### src/rtl/oc_pkg.sv
package oc_pkg;
    typedef enum logic {
        PIN_LOW  = 1'b0,
        PIN_HIGH = 1'b1
    } pin_state_t;

    typedef enum logic [1:0] {
        EV_HOLD  = 2'd0,
        EV_FLIP  = 2'd1,
        EV_CLEAR = 2'd2,
        EV_SET   = 2'd3
    } pin_ev_t;

    localparam logic [1:0] REG_MODE  = 2'd0;
    localparam logic [1:0] REG_LEVEL = 2'd1;
    localparam logic [1:0] REG_WRAPT = 2'd2;
endpackage

### src/rtl/oc_regs.sv
module oc_regs #(
    parameter int N_CH = 6,
    parameter int DW   = 8,
    parameter int AW   = 2
) (
    input  logic            clk,
    input  logic            rst_n,
    input  logic            wr,
    input  logic [AW-1:0]   addr,
    input  logic [DW-1:0]   wdata,
    output logic [DW-1:0]   rdata,
    output logic [N_CH-1:0] mode_q,
    output logic [N_CH-1:0] level_q,
    output logic [N_CH-1:0] wrapt_q
);
    import oc_pkg::*;

    localparam int PAD = DW - N_CH;

    always_ff @(posedge clk or negedge rst_n) begin
        if (!rst_n) begin
            mode_q  <= '0;
            level_q <= '0;
            wrapt_q <= '0;
        end else if (wr) begin
            if (addr == AW'(REG_MODE))  mode_q  <= wdata[N_CH-1:0];
            if (addr == AW'(REG_LEVEL)) level_q <= wdata[N_CH-1:0];
            if (addr == AW'(REG_WRAPT)) wrapt_q <= wdata[N_CH-1:0];
        end
    end

    logic [N_CH-1:0] sel_bits;
    always_comb begin
        sel_bits = '0;
        if (addr == AW'(REG_MODE))  sel_bits = mode_q;
        if (addr == AW'(REG_LEVEL)) sel_bits = level_q;
        if (addr == AW'(REG_WRAPT)) sel_bits = wrapt_q;
    end

    generate
        if (PAD > 0) begin : g_pad
            assign rdata = {{PAD{1'b0}}, sel_bits};
            AST_RSVD_ZERO: assert property (@(posedge clk) disable iff (!rst_n)
                rdata[DW-1:N_CH] == '0);
        end else begin : g_nopad
            assign rdata = sel_bits[DW-1:0];
        end
    endgenerate

    AST_HOLE_READS_ZERO: assert property (@(posedge clk) disable iff (!rst_n)
        (addr > AW'(REG_WRAPT)) |-> (rdata == '0));
endmodule

### src/rtl/oc_chan.sv
module oc_chan (
    input  logic clk,
    input  logic rst_n,
    input  logic mode,
    input  logic level,
    input  logic wrapt,
    input  logic is_oc,
    input  logic disc,
    input  logic hit,
    input  logic frc,
    input  logic wrap,
    output logic pin,
    output logic oe,
    output logic flag
);
    import oc_pkg::*;

    pin_state_t state_q, state_d;
    pin_ev_t    ev;
    logic       owned;
    logic       flag_q;

    assign owned = (mode | level) & ~disc & is_oc;

    // event selection: wrap toggle first, then compare action
    always_comb begin
        ev = EV_HOLD;
        if (owned) begin
            if (wrap && wrapt) begin
                ev = EV_FLIP;
            end else if (hit || frc) begin
                unique case ({mode, level})
                    2'b01:   ev = EV_FLIP;
                    2'b10:   ev = EV_CLEAR;
                    2'b11:   ev = EV_SET;
                    default: ev = EV_HOLD;
                endcase
            end
        end
    end

    // next-state logic
    always_comb begin
        unique case (state_q)
            PIN_LOW:  state_d = (ev == EV_FLIP || ev == EV_SET)   ? PIN_HIGH : PIN_LOW;
            PIN_HIGH: state_d = (ev == EV_FLIP || ev == EV_CLEAR) ? PIN_LOW  : PIN_HIGH;
            default:  state_d = PIN_LOW;
        endcase
    end

    // state register
    always_ff @(posedge clk or negedge rst_n) begin
        if (!rst_n) begin
            state_q <= PIN_LOW;
            flag_q  <= 1'b0;
        end else begin
            state_q <= state_d;
            flag_q  <= hit & is_oc;
        end
    end

    // outputs
    always_comb begin
        pin  = (state_q == PIN_HIGH);
        oe   = owned;
        flag = flag_q;
    end

    AST_WRAP_FLIPS: assert property (@(posedge clk) disable iff (!rst_n)
        (mode | level) && !disc && is_oc && wrap && wrapt |=> pin != $past(pin));
    AST_UNOWNED_HOLDS: assert property (@(posedge clk) disable iff (!rst_n)
        !oe |=> $stable(pin));
    AST_SET_DRIVES_HIGH: assert property (@(posedge clk) disable iff (!rst_n)
        oe && !(wrap && wrapt) && (hit || frc) && mode && level |=> pin);
    AST_CLEAR_DRIVES_LOW: assert property (@(posedge clk) disable iff (!rst_n)
        oe && !(wrap && wrapt) && frc && mode && !level |=> !pin);
    AST_FORCE_NO_FLAG: assert property (@(posedge clk) disable iff (!rst_n)
        frc && !hit |=> !flag);
endmodule

### src/rtl/oc_pin_ctrl.sv
module oc_pin_ctrl #(
    parameter int N_CH = 6,
    parameter int DW   = 8,
    parameter int AW   = 2
) (
    input  logic            clk,
    input  logic            rst_n,
    input  logic            bus_wr,
    input  logic [AW-1:0]   bus_addr,
    input  logic [DW-1:0]   bus_wdata,
    output logic [DW-1:0]   bus_rdata,
    input  logic [N_CH-1:0] cmp_hit,
    input  logic [N_CH-1:0] frc_strobe,
    input  logic            cnt_wrap,
    input  logic [N_CH-1:0] chan_is_oc,
    input  logic [N_CH-1:0] pin_disc,
    output logic [N_CH-1:0] pin_level,
    output logic [N_CH-1:0] pin_oe,
    output logic [N_CH-1:0] hit_flag
);
    logic [N_CH-1:0] mode_q, level_q, wrapt_q;

    oc_regs #(.N_CH(N_CH), .DW(DW), .AW(AW)) u_regs (
        .clk    (clk),
        .rst_n  (rst_n),
        .wr     (bus_wr),
        .addr   (bus_addr),
        .wdata  (bus_wdata),
        .rdata  (bus_rdata),
        .mode_q (mode_q),
        .level_q(level_q),
        .wrapt_q(wrapt_q)
    );

    generate
        for (genvar i = 0; i < N_CH; i++) begin : g_ch
            oc_chan u_ch (
                .clk  (clk),
                .rst_n(rst_n),
                .mode (mode_q[i]),
                .level(level_q[i]),
                .wrapt(wrapt_q[i]),
                .is_oc(chan_is_oc[i]),
                .disc (pin_disc[i]),
                .hit  (cmp_hit[i]),
                .frc  (frc_strobe[i]),
                .wrap (cnt_wrap),
                .pin  (pin_level[i]),
                .oe   (pin_oe[i]),
                .flag (hit_flag[i])
            );

            AST_OE_NEEDS_OWNER: assert property (@(posedge clk) disable iff (!rst_n)
                pin_oe[i] |-> (!pin_disc[i] && chan_is_oc[i] && (mode_q[i] || level_q[i])));
        end
    endgenerate
endmodule

### config.mk
export PLATFORM = sky130hd
export DESIGN_NAME = oc_pin_ctrl
export DESIGN_NICKNAME = d
export VERILOG_FILES = /design/src/rtl/oc_pkg.sv /design/src/rtl/oc_regs.sv /design/src/rtl/oc_chan.sv /design/src/rtl/oc_pin_ctrl.sv
export SDC_FILE = /design/constraint.sdc
export NUM_CORES = 1
export LEC_CHECK = 0
export ABC_AREA = 1
export BUFFER_PORTS_ARGS = -buffer_cell sky130_fd_sc_hd__buf_2
export CAP_MARGIN = 15
export CELL_PAD_IN_SITES_DETAIL_PLACEMENT = 0
export CELL_PAD_IN_SITES_GLOBAL_PLACEMENT = 1
export CORE_ASPECT_RATIO = 0.75
export CORE_UTILIZATION = 34
export CTS_BUF_LIST = sky130_fd_sc_hd__clkbuf_16
export CTS_CLUSTER_SIZE = 20
export DETAILED_ROUTE_END_ITERATION = 8
export GPL_TIMING_DRIVEN = 0
export PLACE_DENSITY_LB_ADDON = 0.1
export SETUP_SLACK_MARGIN = 0.2
export SLEW_MARGIN = 40
export SYNTH_ARGS = -nofsm -noshare
export SYNTH_HDL_FRONTEND = slang
export SYNTH_HIERARCHICAL = 1
export SYNTH_SLANG_ARGS = --single-unit
### constraint.sdc
create_clock -name clk -period 1.4 [get_ports clk]
set_clock_uncertainty 0.2 [all_clocks]
set_input_delay 0.07 -clock clk [delete_from_list [all_inputs] [get_ports clk]]
set_output_delay 0.07 -clock clk [all_outputs]
set_load 0.03 [all_outputs]
* After elaboration in Yosys (flattened, before gate mapping)
Index checks and enable logic that the tools add are counted.
Storage, ports and cells: flip-flop bits (word level) 30, input port bits 38, output and inout port bits 26, word-level logic and storage cells 162
Operators by class: eq/ne operators 38, mux-type cells 45, bitwise gates (word level) 36, reduce and logical (&&, ||, !) cells 28
Operators with widths (count):
- == test 2 bit (second input constant) | 25
- 2-to-1 mux 2 bit | 18
- one-hot mux 2 bit (3 select lines) | 6
- == test 2 x 1 -> 1 bit (second input constant) | 13
- AND 1 bit | 18
- logical OR 1 bit | 18
- 2-to-1 mux 6 bit | 3
- 2-to-1 mux 1 bit | 12
- NOT 1 bit | 12
- one-hot mux 1 bit (2 select lines) | 6
- logical AND 1 bit | 6
- bitwise OR 1 bit | 6
- AND reduction 2 bit | 3
- logical NOT 2 bit | 1

* Longest topological paths before layout
word-level depth 9, gate-level depth with buffers 8, depth with buffers taken out 8

* By module
The synthesis kept the hierarchy.
By module, submodules not included:
- oc_chan | instances 6, cells an instance 25, area each 156.4 µm², seq. area each 50.0 µm²
- oc_regs | instances 1, cells an instance 112, area each 890.9 µm², seq. area each 450.4 µm²

* Worst setup path after synthesis
No wires, ideal clock.
kind register to register, start register u_regs.mode_q[0], end register g_ch[0].u_ch.state_q, library setup time 0.113 ns, arrival 0.951 ns, data required time 1.087 ns, setup slack 0.136 ns, cell stages (with the launch flop) 8, buffers on the path 0, clock period less this slack 1.264 ns, path through dfrtp_1 nor2_2 nor2_4 nand3_2 nand2_1 nand2_1 nand2_1 inv_1
On the way: elaborated cells between the ends (all ways) 18, those cells by class eq/ne (6); mux (7); bitwise (3); reduce/logical (2)
RTL lines:
- from (decl) | line oc_regs.sv:12 | output logic [N_CH-1:0] mode_q,
- from (signal assigned) | line oc_regs.sv:26 | if (addr == AW'(REG_MODE)) mode_q <= wdata[N_CH-1:0];
- bitwise OR 1 bit (*) | line oc_chan.sv:23 | assign owned = (mode | level) & ~disc & is_oc;
- AND 1 bit (*) (2 in a row) | line oc_chan.sv:23
- via pin_oe[0] | line oc_pin_ctrl.sv:18 | output logic [N_CH-1:0] pin_oe,
- 2-to-1 mux 2 bit (*) | line oc_chan.sv:28 | if (owned) begin
- == test 2 x 1 -> 1 bit (tied with other cells) | line oc_chan.sv:45, oc_chan.sv:46
- logical OR 1 bit (on tied branches) | line oc_chan.sv:46, oc_chan.sv:45
- 2-to-1 mux 1 bit (on tied branches) | line oc_chan.sv:46, oc_chan.sv:45
- one-hot mux 1 bit (2 select lines) (*) | line oc_chan.sv:44 | unique case (state_q)
- via g_ch[0].u_ch.state_d | line oc_chan.sv:18 | pin_state_t state_q, state_d;
- to (signal assigned) | line oc_chan.sv:57 | state_q <= state_d;
- to (decl) | line oc_chan.sv:18
Mark *: on every way through the listed nets, which the timed path passes. The rest lies on a longest branch. A chain may end at the register's enable or synchronous reset.

* Worst setup path after layout
start register u_regs.mode_q[0], end output pin_oe[0]
On the way: word-level cells in the longest chain between the ends 3
Ends and longest elaborated chain (line):
- bitwise OR 1 bit | oc_chan.sv:23
- AND 1 bit (2 in a row) | oc_chan.sv:23
- to (decl) | oc_pin_ctrl.sv:18
Every way passes these cells.

==> metrics.md <==
| Metric | Value |
|---|---|
| Status | finished clean |
| Tot GR Track Use | 20.1% |
| Syn. warnings | 6 |
| FILL cells | 491 |
| Ranking of synthesized cells by area | dfrtp_1 41%, nand2_1 21%, nand3_1 8.8% |
| Post-synth top cells | 103 x nand2_1, 32 x nand3_1, 30 x dfrtp_1, 30 x inv_1, 18 x nand4_1 |
| Comb pwr share | between 30% and 40% |
| Pre-Repair DR Iteration Count | 4 |
| Post-synth EDFFs | 0 |
| Worst R2R End | g_ch[3].u_ch/pin |
| Final setup vio count | 0 |
| Clock power frac | 27.9% |
| First-pass GRT wire length | 8740 microns |
| Detailed placement HPWL | between 3000 and 4000 microns |
| Max Freq | approximately 760 MHz |
| FP Rows | 22 |
| Fin worst setup slack | 0.0769 ns |
| Synthesized area | 0.00183 sq mm |
| Die area | 0.00568 sq mm |
| Crit path time final | 1.32 ns |
| Total Wirelength | 5040 microns |
| Internal power | 0.00226 W |
| Vias/cell | 4.46 |
| Largest net degree at the start of global routing | 31 |
| Power per cell area | between 1000 and 1500 mW/mm^2 |
| Die Span Y | 65.5 microns |
| I/O pin total | 64 |
| DRC | 0 |
| Net switching power | around 0.0013 W |
| Slowest stage cell, crit path | dfrtp_1 |
| GPL Wtd Cong | 0.758 |
| Worst-skew pair later-pin latency | between 0.2 and 0.3 ns |
| Vias in the first global route | 1991 |
| CTS tree | yes |
| Power Total | 0.00358 W |
| CP cell instances | nor2_2, nor2_4, buf_6 |
| Required time of the critical path | 1.13 ns |
| Seq/Total Area, Yosys | 41.0% |
| Synth top area share | 41.0% |
| Net count, final | 410 |
| Area leader, netlist | dfrtp_1 |
| DR WL/cell | 11.3 microns |
| DIE WIDTH | 86.7 microns |
| Fin util | 58.7% |
| Setup CP Type | register to primary output |
| Syn Area/Cell | ~7.0 sq um |
| Max clock buf depth | 2 |
| Final Hold Vio Count | 0 |
| Initial DRC count | 81 |
| Crit path from | u_regs/mode_q[0] |
| Inserted Diodes | 0 |
| LEAKAGE | 1.65 nW |
| Clk sink count | 30 |
| Fin Setup TNS | 0 ns |
| Antenna violations before repair | 0 |
| Port-buffer cells | 59 |
| FFs w/ async S/R, synth | 100% |
| Final hold slack | 0.0467 ns |
| Area growth, synth to finish | 61.6% |
| Final slew viol count | 0 |
| Arrival time of the worst setup path | around 1.1 ns |
| Core ar. | 0.00504 sq mm |
| Clock Tree Root | clkbuf_16 |
| Global route total overflow | 0 |
| Hold Crit Class | input pin to register |
| Most common flop cell mapped by yosys | dfrtp_1 |
| Unrepaired setup endpoints after global routing | true |
| FF-to-FF path depth | 7 |
| Flop2flop setup slack | 0.14 ns |
| Reg clk slew, reported paths | 0.05 ns |
| Unique masters post-synth | 14 |
| Min-delay src | pin_disc[5] |
| Fraction of power spent switching nets | 36.8% |
| Total CTS buffers | 5 |
| Post-Synthesis Cells | ~260 |
| Share of post-route cells with drive strength above 1 | 42.1% |
| H-tree depth | 2 |
| Max Cap Viol | 0 |
| Synth Register Bits | 30 |
| Area of the multi-input gates | a little under 0.001 sq mm |
| Register Area | 757 sq um |
| Worst slack, placed | 0.146 ns |
| Worst IR Drop VDD | 0.621 mV |
| Most frequent cell after synthesis | nand2_1 |
| Largest stage delay on the critical path | around 0.42 ns |
| Worst setup EP type | primary output |
| Post-DRT Antenna Nets | 0 |
| Starting Density | 36.3% |
| Startpoint types | register |
| Critical Path End | pin_oe[0] |
| Crit share post-route | roughly 95% |
| DR vias | 1983 |
| RR Startpoint | u_regs/level_q[3] |
| Reg power frac | between 30 and 40% |
| Worst Path Max Fanout | 4 |
## registers in the layout (all words and copies together) (netlist names)
register and flops:
g_ch.u_ch/flag 6, g_ch.u_ch/pin 6, u_regs/level_q 6, u_regs/mode_q 6, u_regs/wrapt_q 6
## power groups by stage
stage	clock network [W]	registers [W]	logic, W
floorplan	0	0.00140	0.000540
global placement	0	0.00123	0.00103
detailed placement	0	0.00123	0.00104
CTS	0.00102	0.00121	0.00127
global route	0.00106	0.00126	0.00151
finish	0.00100	0.00123	0.00136
## worst max-delay path: cells and delay by family, from the launching register on
| family | cells | cell delay [ns] |
|---|---|---|
| DFF | 1 | 0.42 |
| buffers and inverters | 1 | 0.13 |
| and+or+nand+nor | 2 | 0.23 |
## worst min path at each step
| stage | end | slack [ns] | depth (start not counted) |
|---|---|---|---|
| 2_1_floorplan | g_ch[0].u_ch/flag | -0.43 | 0 |
| 3_3_place_gp | g_ch[0].u_ch/flag | -0.03 | 1 |
| 3_5_place_dp | g_ch[0].u_ch/flag | -0.04 | 1 |
| 4_1_cts | g_ch[3].u_ch/pin | 0.05 | 7 |
| 5_1_grt | u_regs/level_q[4] | 0.08 | 4 |
| 6_report | g_ch[5].u_ch/pin | 0.05 | 7 |
## layer usage
metal / global-route usage (%) / wire length [microns] / up-vias
met2: 33.8 / 2290 / 60
met5: 0 / 0 / -
met1: 25.3 / 2310 / 877
met4: 7.71 / 74 / 0
met3: 4.27 / 362 / 9
li1: - / - / 1037
## kinds of logic (layout without fill, tap and decap cells)
family,Yosys count,count (layout),synth area share [%]
flip-flops,30,30,41.0
other,1,2,0.205
AND/OR/NAND/NOR,184,184,47.9
buffers and inverters,47,157,10.9
## timing repair
item	in CTS	in global routing
endpoints found under the hold margin	54	0
cloned	0	0
pin swaps	20	20
hold buffers	20	0
setup buffers	17	6
setup endpoints to repair	12	50
gates resized for setup	35	37
## stage by stage
stage | cells | area (sq um)
4_1_cts | 439 | 2810
3_3_place_gp | 394 | 2220
3_5_place_dp | 394 | 2220
2_1_floorplan | 263 | 1830
6_report | 445 | 2960
5_1_grt | 445 | 2960
## cell type report
cell class,count,area share (%)
multi-input combinational,186,33.5
tap,72,3.05
sequential,30,25.6
timing repair buffer,102,26.4
inverter,38,4.82
clock inverter,3,0.423
clock buffer,5,4.23
buffer,9,1.90
## placed cells by master, fill, tap and decap left out
master / instances
inv_1: 28
clkinv_1: 1
clkbuf_16: 5
clkbuf_1: 1
nor2_4: 9
nand3_2: 17
nand4_1: 18
clkinv_2: 1
buf_2: 49
buf_4: 19
dlygate4sd3_1: 19
inv_2: 11
dfrtp_2: 5
nor2_2: 11
clkbuf_4: 1
nand3_1: 21
dlymetal6s4s_1: 1
nor2_1: 5
nand2_2: 8
nand2_1: 95
buf_6: 21
conb_1: 2
dfrtp_1: 25
Note: power is estimated with default switching activity, not from simulation.
